===== src/rtl/pin_ovr_pkg.sv =====
package pin_ovr_pkg;

  localparam int NPINS = 8;
  localparam int NCMP  = 3;

  // Pin assignment: the neighbouring pin controllers are wired by index.
  localparam int PIN_CLKDIV = 0;
  localparam int PIN_CMP0   = 1;
  localparam int PIN_SEL    = 2;
  localparam int PIN_MOSI   = 3;
  localparam int PIN_MISO   = 4;
  localparam int PIN_SCK    = 5;
  localparam int PIN_XT1    = 6;
  localparam int PIN_XT2    = 7;

  typedef enum logic [1:0] {
    CLK_CRYSTAL = 2'b00,
    CLK_RC      = 2'b01,
    CLK_EXT     = 2'b10,
    CLK_RSVD    = 2'b11
  } clk_src_e;

  typedef struct packed {
    logic pu_en;
    logic pu_val;
    logic dir_en;
    logic dir_val;
    logic drv_en;
    logic drv_val;
    logic din_en;
    logic din_val;
  } pin_ovr_t;

  // Pull-up kept under latch control on a forced input.
  function automatic logic keep_pullup(input logic latch_bit, input logic pull_off);
    return latch_bit & ~pull_off;
  endfunction

  // Crystal pins are taken by the clock system.
  function automatic logic xtal_taken(input logic [1:0] src, input logic async_on);
    return ((src == CLK_RC) && async_on) || (src == CLK_EXT);
  endfunction

  // Value shared by the master-out pin: serial data wins over compare level.
  function automatic logic shared_mosi(input logic master_on, input logic spi_data,
                                       input logic cmp_level);
    return master_on ? spi_data : cmp_level;
  endfunction

endpackage


===== src/rtl/ovr_serial_cmp.sv =====
module ovr_serial_cmp
  import pin_ovr_pkg::*;
(
  input  logic                   spi_en,
  input  logic                   spi_master,
  input  logic                   sck_out,
  input  logic                   mosi_out,
  input  logic                   miso_out,
  input  logic [NCMP-1:0]        cmp_en,
  input  logic [NCMP-1:0]        cmp_lvl,
  input  logic [NPINS-1:0]       latch,
  input  logic                   pull_dis,
  output pin_ovr_t [NPINS-1:0]   ovr,
  output logic                   slave_act,
  output logic                   master_act
);

  localparam logic [NPINS-1:0] SLAVE_IN  = NPINS'((1 << PIN_SCK) | (1 << PIN_MOSI) | (1 << PIN_SEL));
  localparam logic [NPINS-1:0] MASTER_IN = NPINS'(1 << PIN_MISO);

  logic [NPINS-1:0] forced_in;

  assign slave_act  = spi_en & ~spi_master;
  assign master_act = spi_en & spi_master;
  assign forced_in  = ({NPINS{slave_act}} & SLAVE_IN) | ({NPINS{master_act}} & MASTER_IN);

  always_comb begin
    ovr = '0;
    for (int i = 0; i < NPINS; i++) begin
      if (forced_in[i]) begin
        ovr[i].pu_en   = 1'b1;
        ovr[i].pu_val  = keep_pullup(latch[i], pull_dis);
        ovr[i].dir_en  = 1'b1;
        ovr[i].dir_val = 1'b0;
      end
    end
    // serial clock out in master role
    ovr[PIN_SCK].drv_en   = master_act;
    ovr[PIN_SCK].drv_val  = sck_out;
    // slave data out
    ovr[PIN_MISO].drv_en  = slave_act;
    ovr[PIN_MISO].drv_val = miso_out;
    // shared master-out / compare 2
    ovr[PIN_MOSI].drv_en  = master_act | cmp_en[2];
    ovr[PIN_MOSI].drv_val = shared_mosi(master_act, mosi_out, cmp_lvl[2]);
    // compare 1 on select pin, compare 0 on its own pin
    ovr[PIN_SEL].drv_en   = cmp_en[1];
    ovr[PIN_SEL].drv_val  = cmp_lvl[1];
    ovr[PIN_CMP0].drv_en  = cmp_en[0];
    ovr[PIN_CMP0].drv_val = cmp_lvl[0];
  end

endmodule


===== src/rtl/ovr_clock_pins.sv =====
module ovr_clock_pins
  import pin_ovr_pkg::*;
(
  input  logic                 [1:0] clk_src,
  input  logic                       async_tmr,
  input  logic                       clkdiv_en,
  input  logic                       clkdiv,
  input  logic                       sys_rst,
  output pin_ovr_t [NPINS-1:0]       ovr,
  output logic                       xtal_force,
  output logic                       clkdiv_act
);

  assign xtal_force = xtal_taken(clk_src, async_tmr);
  assign clkdiv_act = clkdiv_en | sys_rst;

  always_comb begin
    ovr = '0;
    ovr[PIN_XT1].pu_en  = xtal_force;
    ovr[PIN_XT1].dir_en = xtal_force;
    ovr[PIN_XT2].pu_en  = xtal_force;
    ovr[PIN_XT2].dir_en = xtal_force;
    ovr[PIN_CLKDIV].dir_en  = clkdiv_act;
    ovr[PIN_CLKDIV].dir_val = clkdiv_act;
    ovr[PIN_CLKDIV].drv_en  = clkdiv_act;
    ovr[PIN_CLKDIV].drv_val = clkdiv_act & clkdiv;
  end

endmodule


===== src/rtl/ovr_wake.sv =====
module ovr_wake
  import pin_ovr_pkg::*;
(
  input  logic [NPINS-1:0]       chg_mask,
  input  logic                   chg_grp_en,
  output pin_ovr_t [NPINS-1:0]   ovr
);

  for (genvar g = 0; g < NPINS; g++) begin : g_pin
    assign ovr[g] = '{din_en: chg_mask[g] & chg_grp_en, din_val: 1'b1, default: 1'b0};
  end

endmodule


===== src/rtl/port_override_gen.sv =====
module port_override_gen
  import pin_ovr_pkg::*;
(
  input  logic             spi_en,
  input  logic             spi_master,
  input  logic             sck_out,
  input  logic             mosi_out,
  input  logic             miso_out,
  input  logic [2:0]       cmp_en,
  input  logic [2:0]       cmp_lvl,
  input  logic [7:0]       chg_mask,
  input  logic             chg_grp_en,
  input  logic [1:0]       clk_src,
  input  logic             async_tmr,
  input  logic [7:0]       latch,
  input  logic             pull_dis,
  input  logic             clkdiv_en,
  input  logic             clkdiv,
  input  logic             sys_rst,
  output logic [7:0]       pu_ovr_en,
  output logic [7:0]       pu_ovr_val,
  output logic [7:0]       dir_ovr_en,
  output logic [7:0]       dir_ovr_val,
  output logic [7:0]       drv_ovr_en,
  output logic [7:0]       drv_ovr_val,
  output logic [7:0]       din_ovr_en,
  output logic [7:0]       din_ovr_val
);

  pin_ovr_t [NPINS-1:0] ovr_sc, ovr_ck, ovr_wk, ovr_all;
  logic slave_act, master_act, xtal_force, clkdiv_act;

  ovr_serial_cmp u_sc (
    .spi_en(spi_en), .spi_master(spi_master), .sck_out(sck_out),
    .mosi_out(mosi_out), .miso_out(miso_out), .cmp_en(cmp_en),
    .cmp_lvl(cmp_lvl), .latch(latch), .pull_dis(pull_dis),
    .ovr(ovr_sc), .slave_act(slave_act), .master_act(master_act)
  );

  ovr_clock_pins u_ck (
    .clk_src(clk_src), .async_tmr(async_tmr), .clkdiv_en(clkdiv_en),
    .clkdiv(clkdiv), .sys_rst(sys_rst), .ovr(ovr_ck),
    .xtal_force(xtal_force), .clkdiv_act(clkdiv_act)
  );

  ovr_wake u_wk (
    .chg_mask(chg_mask), .chg_grp_en(chg_grp_en), .ovr(ovr_wk)
  );

  // Each sub-block leaves the fields it does not own at zero.
  assign ovr_all = ovr_sc | ovr_ck | ovr_wk;

  for (genvar g = 0; g < NPINS; g++) begin : g_out
    assign pu_ovr_en[g]   = ovr_all[g].pu_en;
    assign pu_ovr_val[g]  = ovr_all[g].pu_val;
    assign dir_ovr_en[g]  = ovr_all[g].dir_en;
    assign dir_ovr_val[g] = ovr_all[g].dir_val;
    assign drv_ovr_en[g]  = ovr_all[g].drv_en;
    assign drv_ovr_val[g] = ovr_all[g].drv_val;
    assign din_ovr_en[g]  = ovr_all[g].din_en;
    assign din_ovr_val[g] = ovr_all[g].din_val;
  end

endmodule


===== config.mk =====
export PLATFORM = sky130hd
export DESIGN_NAME = port_override_gen
export DESIGN_NICKNAME = d
export VERILOG_FILES = /design/src/rtl/pin_ovr_pkg.sv /design/src/rtl/ovr_serial_cmp.sv /design/src/rtl/ovr_clock_pins.sv /design/src/rtl/ovr_wake.sv /design/src/rtl/port_override_gen.sv
export SDC_FILE = /design/constraint.sdc
export NUM_CORES = 1
export LEC_CHECK = 0
export BUFFER_PORTS_ARGS = -buffer_cell sky130_fd_sc_hd__buf_2
export CAP_MARGIN = 15
export CORE_UTILIZATION = 30
export DETAILED_ROUTE_END_ITERATION = 10
export GPL_ROUTABILITY_DRIVEN = 1
export GPL_TIMING_DRIVEN = 0
export PLACE_DENSITY = 0.91
export SLEW_MARGIN = 10
export SYNTH_ARGS = -nofsm -noshare
export SYNTH_HDL_FRONTEND = slang
export SYNTH_SLANG_ARGS = --single-unit

===== constraint.sdc =====
create_clock -name vclk -period 1.2
set_input_delay 0 -clock vclk [all_inputs]
set_output_delay 0 -clock vclk [all_outputs]
set_load 0.03 [all_outputs]

* After elaboration in Yosys (flattened, before gate mapping)
Index checks and enable logic that the tools add are counted.
Storage, ports and cells: flip-flop bits (word level) 0, input bits 35, output and inout bits 64, word-level logic and storage cells 39
Cells by class: eq/ne operators 2, mux-type cells 9, bitwise logic cells 26, reduce and logical (&&, ||, !) cells 2
Operators by type and width (count):
- $or 64x58->64 | 1
- $or 64x64->64 | 1
- $mux 4 | 8
- $and 1x1->1 | 19
- $or 6x5->6 | 1
- $eq 2x1->1 const B | 1
- $eq 2x2->1 const B | 1
- $not 1->1 | 2
- $or 1x1->1 | 2
- $logic_and 1x1->1 | 1
- $logic_or 1x1->1 | 1
- $mux 1 | 1

* Longest topological paths before layout
Gate-level depths: netlist (run 1).
depth in word-level cells 6, gate-level depth with buffers 3, mapped depth without buffers 2

* Hierarchy
From an unflattened synthesis (run 1), not the netlist that was laid out.
Unflattened totals: cell total of the unflattened synthesis 267, area total of the unflattened synthesis 1905.6 µm²
By module, submodules not included:
- ovr_serial_cmp | times used 1, cells each 69, area each 519.2 µm²
- ovr_clock_pins | times used 1, cells each 68, area each 508.0 µm²
- ovr_wake | times used 1, cells each 66, area each 478.0 µm²
- port_override_gen | times used 1, cells each 64, area each 400.4 µm²

* Worst setup path before layout (run 1)
OpenSTA, ideal clock, no wires.
kind input to output, from input spi_master, to output pu_ovr_val[4], arrival 813 ps, required time 1200 ps, setup slack 387 ps, stages 2, path buffers 0, path through nand2_2 > nor3b_1
Between the ends: cells in the longest elaborated chain, start to end 5
RTL lines:
- from (decl) | line port_override_gen.sv:5 | input logic spi_master,
- $and 1x1->1 | line ovr_serial_cmp.sv:24 | assign master_act = spi_en & spi_master;
- $or 6x5->6 | line ovr_serial_cmp.sv:25 | assign forced_in = ({NPINS{slave_act}} & SLAVE_IN) | ({NPINS{master_act}} & MASTER_IN);
- $mux 4 | line ovr_serial_cmp.sv:30 | if (forced_in[i]) begin
- $or 64x64->64 | line port_override_gen.sv:51 | assign ovr_all = ovr_sc | ovr_ck | ovr_wk;
- $or 64x58->64 | line port_override_gen.sv:51
- to (decl) | line port_override_gen.sv:21 | output logic [7:0] pu_ovr_val,
No other way between the ends.

* Worst setup path after layout (run 1)
from input clk_src[1], to output dir_ovr_en[6]
Between the ends: cells in the longest elaborated chain, start to end 5, elaborated cells between the ends (all ways) 6, those cells by class 2 x eq/ne; 2 x bitwise; 2 x reduce/logical
RTL lines:
- from (decl) | line port_override_gen.sv:13 | input logic [1:0] clk_src,
- $eq 2x1->1 | line pin_ovr_pkg.sv:41 | return ((src == CLK_RC) && async_on) || (src == CLK_EXT);
- $logic_and 1x1->1 | line pin_ovr_pkg.sv:41
- $logic_or 1x1->1 (*) | line pin_ovr_pkg.sv:41
- via u_ck.xtal_force | line ovr_clock_pins.sv:10 | output logic xtal_force,
- $or 64x64->64 (*) | line port_override_gen.sv:51
- $or 64x58->64 (*) | line port_override_gen.sv:51
- to (decl) | line port_override_gen.sv:22 | output logic [7:0] dir_ovr_en,
Mark *: on every way through the listed nets, which the timed path passes. The rest lies on a longest branch.

==> flow_summary_export.csv, run 1 <==
group,metric,value,unit
worst_setup_path,required,1.20,ns
placement,place_congestion,0.817,
final_layout,fillers,149,
detailed_routing,totalWireLength,1300,um
global_route,grt_pass1_vias,464,
logic_synthesis,synth_top_family_by_area,"buffers and inverters",
logic_synthesis,synth_top_cell_by_area,"buf_4",
logic_synthesis,synth-compound-area-share,0.937,%
detailed_routing,dr_wl_met3,250,um
clock_tree,post_cts_resize_count,0,
power,power.total,522,uW
worst_setup_path,criticalPathCategory,"in2out",
final_layout,nets,198,
power,power.leakage,0.674,nW
final_layout,syn_to_final_growth,79.6,%
hold_path,hold_class,"in2out",
final_layout,fin_cells,177,
worst_setup_path,cpPeakStageDelay,0.33,ns
detailed_routing,wl_met1,293,um
worst_setup_path,path_cells,"buf_2, inv_1, o21ai_0, buf_4, buf_2",
final_layout,final_layout_size_suffix_gt1_share,72.0,%
final_layout,diodes,0,
worst_setup_path,crit_family,"buffers and inverters",
detailed_routing,wire_per_inst,7.36,um
logic_synthesis,yosysSeqAreaShare,0,%
floorplanning,chipWidth,44.2,um
logic_synthesis,synthTopCellsByArea,"buf_4, and2_1, mux2_4",
sta,hold_viol,0,
placement,numPortBuffers,63,
logic_synthesis,yosys-top-cells-count,"buf_4, and2_1, conb_1, inv_1",
global_route,overflow,0,
global_route,antenna_found_initial,0,
worst_setup_path,critPathLaunchType,"input port",
worst_setup_path,cp.arrival,0.80,ns
detailed_routing,met2_length,757,um
logic_synthesis,yosys_warnings,0,
worst_setup_path,crit_top_cell,"buf_2",
sta,setup_viol,0,
sta,fmax,1250,MHz
logic_synthesis,synth_xor_area_share,0,%
global_route,grt_pass1_wl,1700,um
worst_setup_path,crit_buf_inv,4,
detailed_routing,route.detailed.drc,8,
hold_path,holdPathEnd,"drv_ovr_val[2]",
hold_path,min_delay_path_depth,2,
clock_tree,cts_hold_buf,0,
detailed_routing,vias,643,
logic_synthesis,yosysMostFrequentCell,"buf_4",
detailed_routing,ant_nets,0,
placement,placed_cells,177,
clock_tree,postCtsSetupBuffers,0,
flow_run,cap_violations,0,
logic_synthesis,avgSynthCellArea,7.22,sq um
floorplanning,rows,14,
placement,dp_hpwl,1270,um
final_layout,seq_cell_count,0,
sta,drv_slew,0,
detailed_routing,drt-initial-drc-count,9,
floorplanning,io_pins,99,
logic_synthesis,synth_top_area_share,68.9,%
final_layout,utilization,60.9,%
sta,rsz0062_at_grt,"no",
logic_synthesis,synthDistinctLibCells,13,
final_layout,regArea,0,sq um
worst_setup_path,cp_slowest_cell,"o21ai_0",
floorplanning,die_y,44.2,um
global_route,grt.total_usage,10.8,%
floorplanning,die_area,1950,sq um
detailed_routing,top_layer,"met3",
sta,timing.final.crit_period,0.799,ns
detailed_routing,drtPass1Iterations,6,
power,peakVddDrop,324,uV
power,p_per_area,544,nW/um^2
worst_setup_path,path_max_fanout,4,
global_route,grt_max_degree,9,
detailed_routing,vias_per_cell,3.63,
outcome,violations,"design-rule violations",
sta,fin_crit_sh,66.6,%
hold_path,hp-start,"cmp_lvl[1]",
outcome,status,"finished, violations left",
logic_synthesis,synthMuxAreaShare,2.81,%
floorplanning,start_util,33.9,%
final_layout,clock_buffers,0,
worst_setup_path,critPathCaptureType,"output port",
sta,setup_tns,0,ns
logic_synthesis,syn_area,534,sq um
logic_synthesis,synthAdderAreaFrac,0,%
logic_synthesis,yosys.area_share.simple,24.6,%
logic_synthesis,postSynthCellCount,74,
sta,holdWs,0.251,ns
floorplanning,core_area,1580,sq um
-- layout by cell type (no fill, tap or decap) --
cell type | synthesis | routed
conb_1 | 2 | 26
buf_2 | 0 | 63
or2b_1 | 1 | 1
buf_4 | 49 | 49
nand2_2 | 1 | 1
mux2_4 | 1 | 1
o21ai_0 | 1 | 1
and2b_2 | 1 | 1
nor3b_2 | 1 | 1
or2_1 | 1 | 1
inv_1 | 2 | 2
nor3b_1 | 1 | 1
nand3b_1 | 1 | 1
and2_1 | 12 | 12
-- cell type report --
| cell class | count | area (sq um) | area share (%) |
|---|---|---|---|
| plain buffers | 49 | 368 | 38.3 |
| repair buffers | 63 | 315 | 32.9 |
| multi-input cells | 47 | 249 | 25.9 |
| inverters | 2 | 7.51 | 0.782 |
| well taps | 16 | 20.0 | 2.09 |
-- cell families after synthesis --
family          after synthesis
buf+inv                      51
simple gates                 19
other cells                   2
compound gates                1
mux                           1
-- through the flow --
step                setup slack (ns)  area [sq um]
floorplan                      0.387           624
global placement               0.444           960
detailed placement             0.386           960
CTS                            0.382           960
global route                   0.232           960
finish                         0.401           960
-- layer usage --
| layer | track usage [%] | vias to the layer above |
|---|---|---|
| met5 | 0 | - |
| met4 | 0 | 0 |
| met2 | 26.8 | 59 |
| met1 | 8.29 | 260 |
| li1 | - | 324 |
| met3 | 1.63 | 0 |
-- how the worst max path moves through the flow --
stage | start | end | slack (ns) | depth (start not counted)
4_1_cts | clk_src[1] | dir_ovr_en[6] | 0.38 | 5
6_report | clk_src[1] | dir_ovr_en[6] | 0.40 | 5
2_1_floorplan | spi_master | pu_ovr_val[4] | 0.39 | 2
3_5_place_dp | clk_src[1] | dir_ovr_en[6] | 0.39 | 5
3_3_place_gp | clk_src[1] | dir_ovr_en[6] | 0.44 | 5
5_1_grt | clk_src[1] | dir_ovr_en[6] | 0.23 | 5
-- power by group --
group          internal, mW  switching [mW]
clock network             0               0
registers                 0               0
logic                 0.200           0.321
No activity file was read; power rests on OpenSTA's default activity.
==> run 2, diff against run 1 <==
ABC_AREA = 1   (was not set)
CORE_UTILIZATION = 28   (was 30)
PLACE_DENSITY = 0.85   (was 0.91)
clock period = 0.8 ns   (was 1.2 ns; I/O delays follow)
==> run 2 against run 1 <==
Effect of this change:
- the run now ends clean
- sequential share of layout area unchanged
- worst setup slack got worse by 0.31 ns
- combinational power increased by 50%
- synthesized area increased by 2.3%
- non-clock buffer count unchanged
- synthesized cell count increased by 27%
- count of clock-buffer cells in the layout unchanged
- critical path type unchanged
- highest routed layer unchanged
==> flow_summary_export.csv, run 2 <==
group,metric,value,unit
logic_synthesis,avgSynthCellArea,5.82,sq um
sta,setup_tns,0,ns
detailed_routing,ant_nets,0,
final_layout,layout_common_cells,"buf_2, buf_4, conb_1",
floorplanning,die_y,46.2,um
flow_run,cap_violations,0,
worst_setup_path,critPathCaptureType,"output port",
sta,drv_slew,0,
floorplanning,core_area,1780,sq um
final_layout,seq_cell_count,0,
worst_setup_path,criticalPathCategory,"in2out",
worst_setup_path,cp.arrival,0.71,ns
final_layout,nets,217,
sta,fin_crit_sh,89.0,%
power,power.leakage,0.762,nW
detailed_routing,wire_per_inst,6.00,um
global_route,antenna_found_initial,0,
floorplanning,io_pins,99,
logic_synthesis,postSynthCellCount,94,
final_layout,regArea,0,sq um
outcome,status,"complete, no violations",
final_layout,syn_to_final_growth,78.9,%
logic_synthesis,synthDistinctLibCells,9,
power,p_per_area,802,nW/um^2
placement,place_area,978,sq um
detailed_routing,totalWireLength,1230,um
detailed_routing,drtPass1Iterations,4,
logic_synthesis,yosys_warnings,0,
sta,rsz0062_at_grt,"no",
final_layout,final_layout_size_suffix_gt1_share,63.3,%
worst_setup_path,critPathLaunchType,"input port",
global_route,grtUsageMet3,0.784,%
final_layout,fin_cells,205,
global_route,grt_pass1_vias,429,
worst_setup_path,required,0.80,ns
logic_synthesis,synth_top_cell_by_area,"buf_4",
global_route,grt_pass1_wl,1580,um
power,peakVddDrop,466,uV
detailed_routing,vias,694,
hold_path,holdPathEnd,"drv_ovr_val[1]",
global_route,use_met2,20.3,%
logic_synthesis,yosysMostFrequentCell,"buf_4",
detailed_routing,vias_per_cell,3.39,
sta,fmax,1400,MHz
placement,place_congestion,0.629,
clock_tree,cts_hold_buf,0,
detailed_routing,drt-initial-drc-count,5,
floorplanning,chipWidth,46.2,um
final_layout,mostFrequentLayoutCell,"buf_2",
global_route,overflow,0,
placement,numPortBuffers,62,
final_layout,fillers,190,
final_layout,clock_buffers,0,
logic_synthesis,synthTopCellsByArea,"buf_4, nand2_1, inv_1",
global_route,grtUsageMet1,9.89,%
worst_setup_path,path_max_fanout,3,
placement,dp_hpwl,1200,um
logic_synthesis,yosys-top-cells-count,"buf_4, nand2_1, inv_1, nor2_1",
detailed_routing,route.detailed.drc,0,
logic_synthesis,syn_area,547,sq um
sta,hold_viol,0,
hold_path,min_delay_path_depth,2,
floorplanning,die_area,2130,sq um
global_route,grt.total_usage,9.36,%
hold_path,hp-start,"cmp_lvl[0]",
floorplanning,start_util,30.7,%
hold_path,hold_class,"in2out",
global_route,grt_max_degree,9,
sta,holdWs,0.250,ns
logic_synthesis,yosysSeqAreaShare,0,%
logic_synthesis,synth_top_area_share,67.3,%
sta,setup_viol,0,
final_layout,diodes,0,
final_layout,final_area,978,sq um
placement,placed_cells,205,
floorplanning,rows,15,
global_route,top_usage_layer,"met2",
sta,timing.final.crit_period,0.712,ns
-- run 2: cell count changes in the layout (fill, tap and decap cells not counted), moves of 2 or more --
cell / before / now
nand2_1: 0 / 19
and2_1: 12 / 0
inv_1: 2 / 14
nor2_1: 0 / 4
nand3_1: 0 / 2
-- run 2: how the worst max path moves through the flow --
| stage | startpoint | endpoint | slack, ns |
|---|---|---|---|
| final | sys_rst | drv_ovr_en[0] | 0.09 |
| after global routing | spi_master | pu_ovr_en[5] | 0.04 |
| after CTS | spi_master | dir_ovr_en[5] | 0.05 |
| after detailed placement | spi_master | dir_ovr_en[5] | 0.05 |
| after global placement | spi_master | dir_ovr_en[5] | 0.06 |
| after floorplan | spi_master | pu_ovr_val[2] | 0.26 |
-- run 2: what timing repair did --
item	CTS	global route
gates resized for setup	0	1
buffers inserted	0	0
endpoints found under the hold margin	0	0
endpoints found under the setup margin	0	7
-- run 2: final cells by class --
cell class	count	area, sq um	area share (%)
tap	25	31.3	3.20
inverter	15	56.3	5.75
timing repair buffer	62	310	31.7
buffer	50	373	38.1
multi-input combinational	53	208	21.2
-- run 2: power by group --
group	switching (mW)	internal [mW]	leakage (nW)
Sequential	0	0	0
Clock	0	0	0
Combinational	0.493	0.291	0.762
-- run 2: metrics by stage --
stage	setup slack, ns	power [mW]	util (%)
after global routing	0.0426	0.842	54.9
final	0.0877	0.785	54.9
after global placement	0.0596	0.778	54.9
after detailed placement	0.0542	0.783	54.9
after floorplan	0.262	0.626	-
after CTS	0.0536	0.784	54.9
-- run 2: worst max-delay path, cell delays in order --
cell	delay (ns)
buf_2	0.10
or2_2	0.31
buf_4	0.14
buf_2	0.16
-- run 2: cells by family (layout without fill, tap and decap cells) --
group           count (synthesis)  after routing  share of synthesized area [%]
buf+inv                        65            127                           78.5
simple gates                   26             26                           18.8
other cells                     2             26                           1.37
compound gates                  1              1                           1.37
-- run 2: layer usage --
metal | share of wire [%] | vias to the layer above
met3 | 17 | 0
met4 | 0 | 0
met5 | 0 | -
met2 | 53 | 54
li1 | - | 365
met1 | 30 | 275
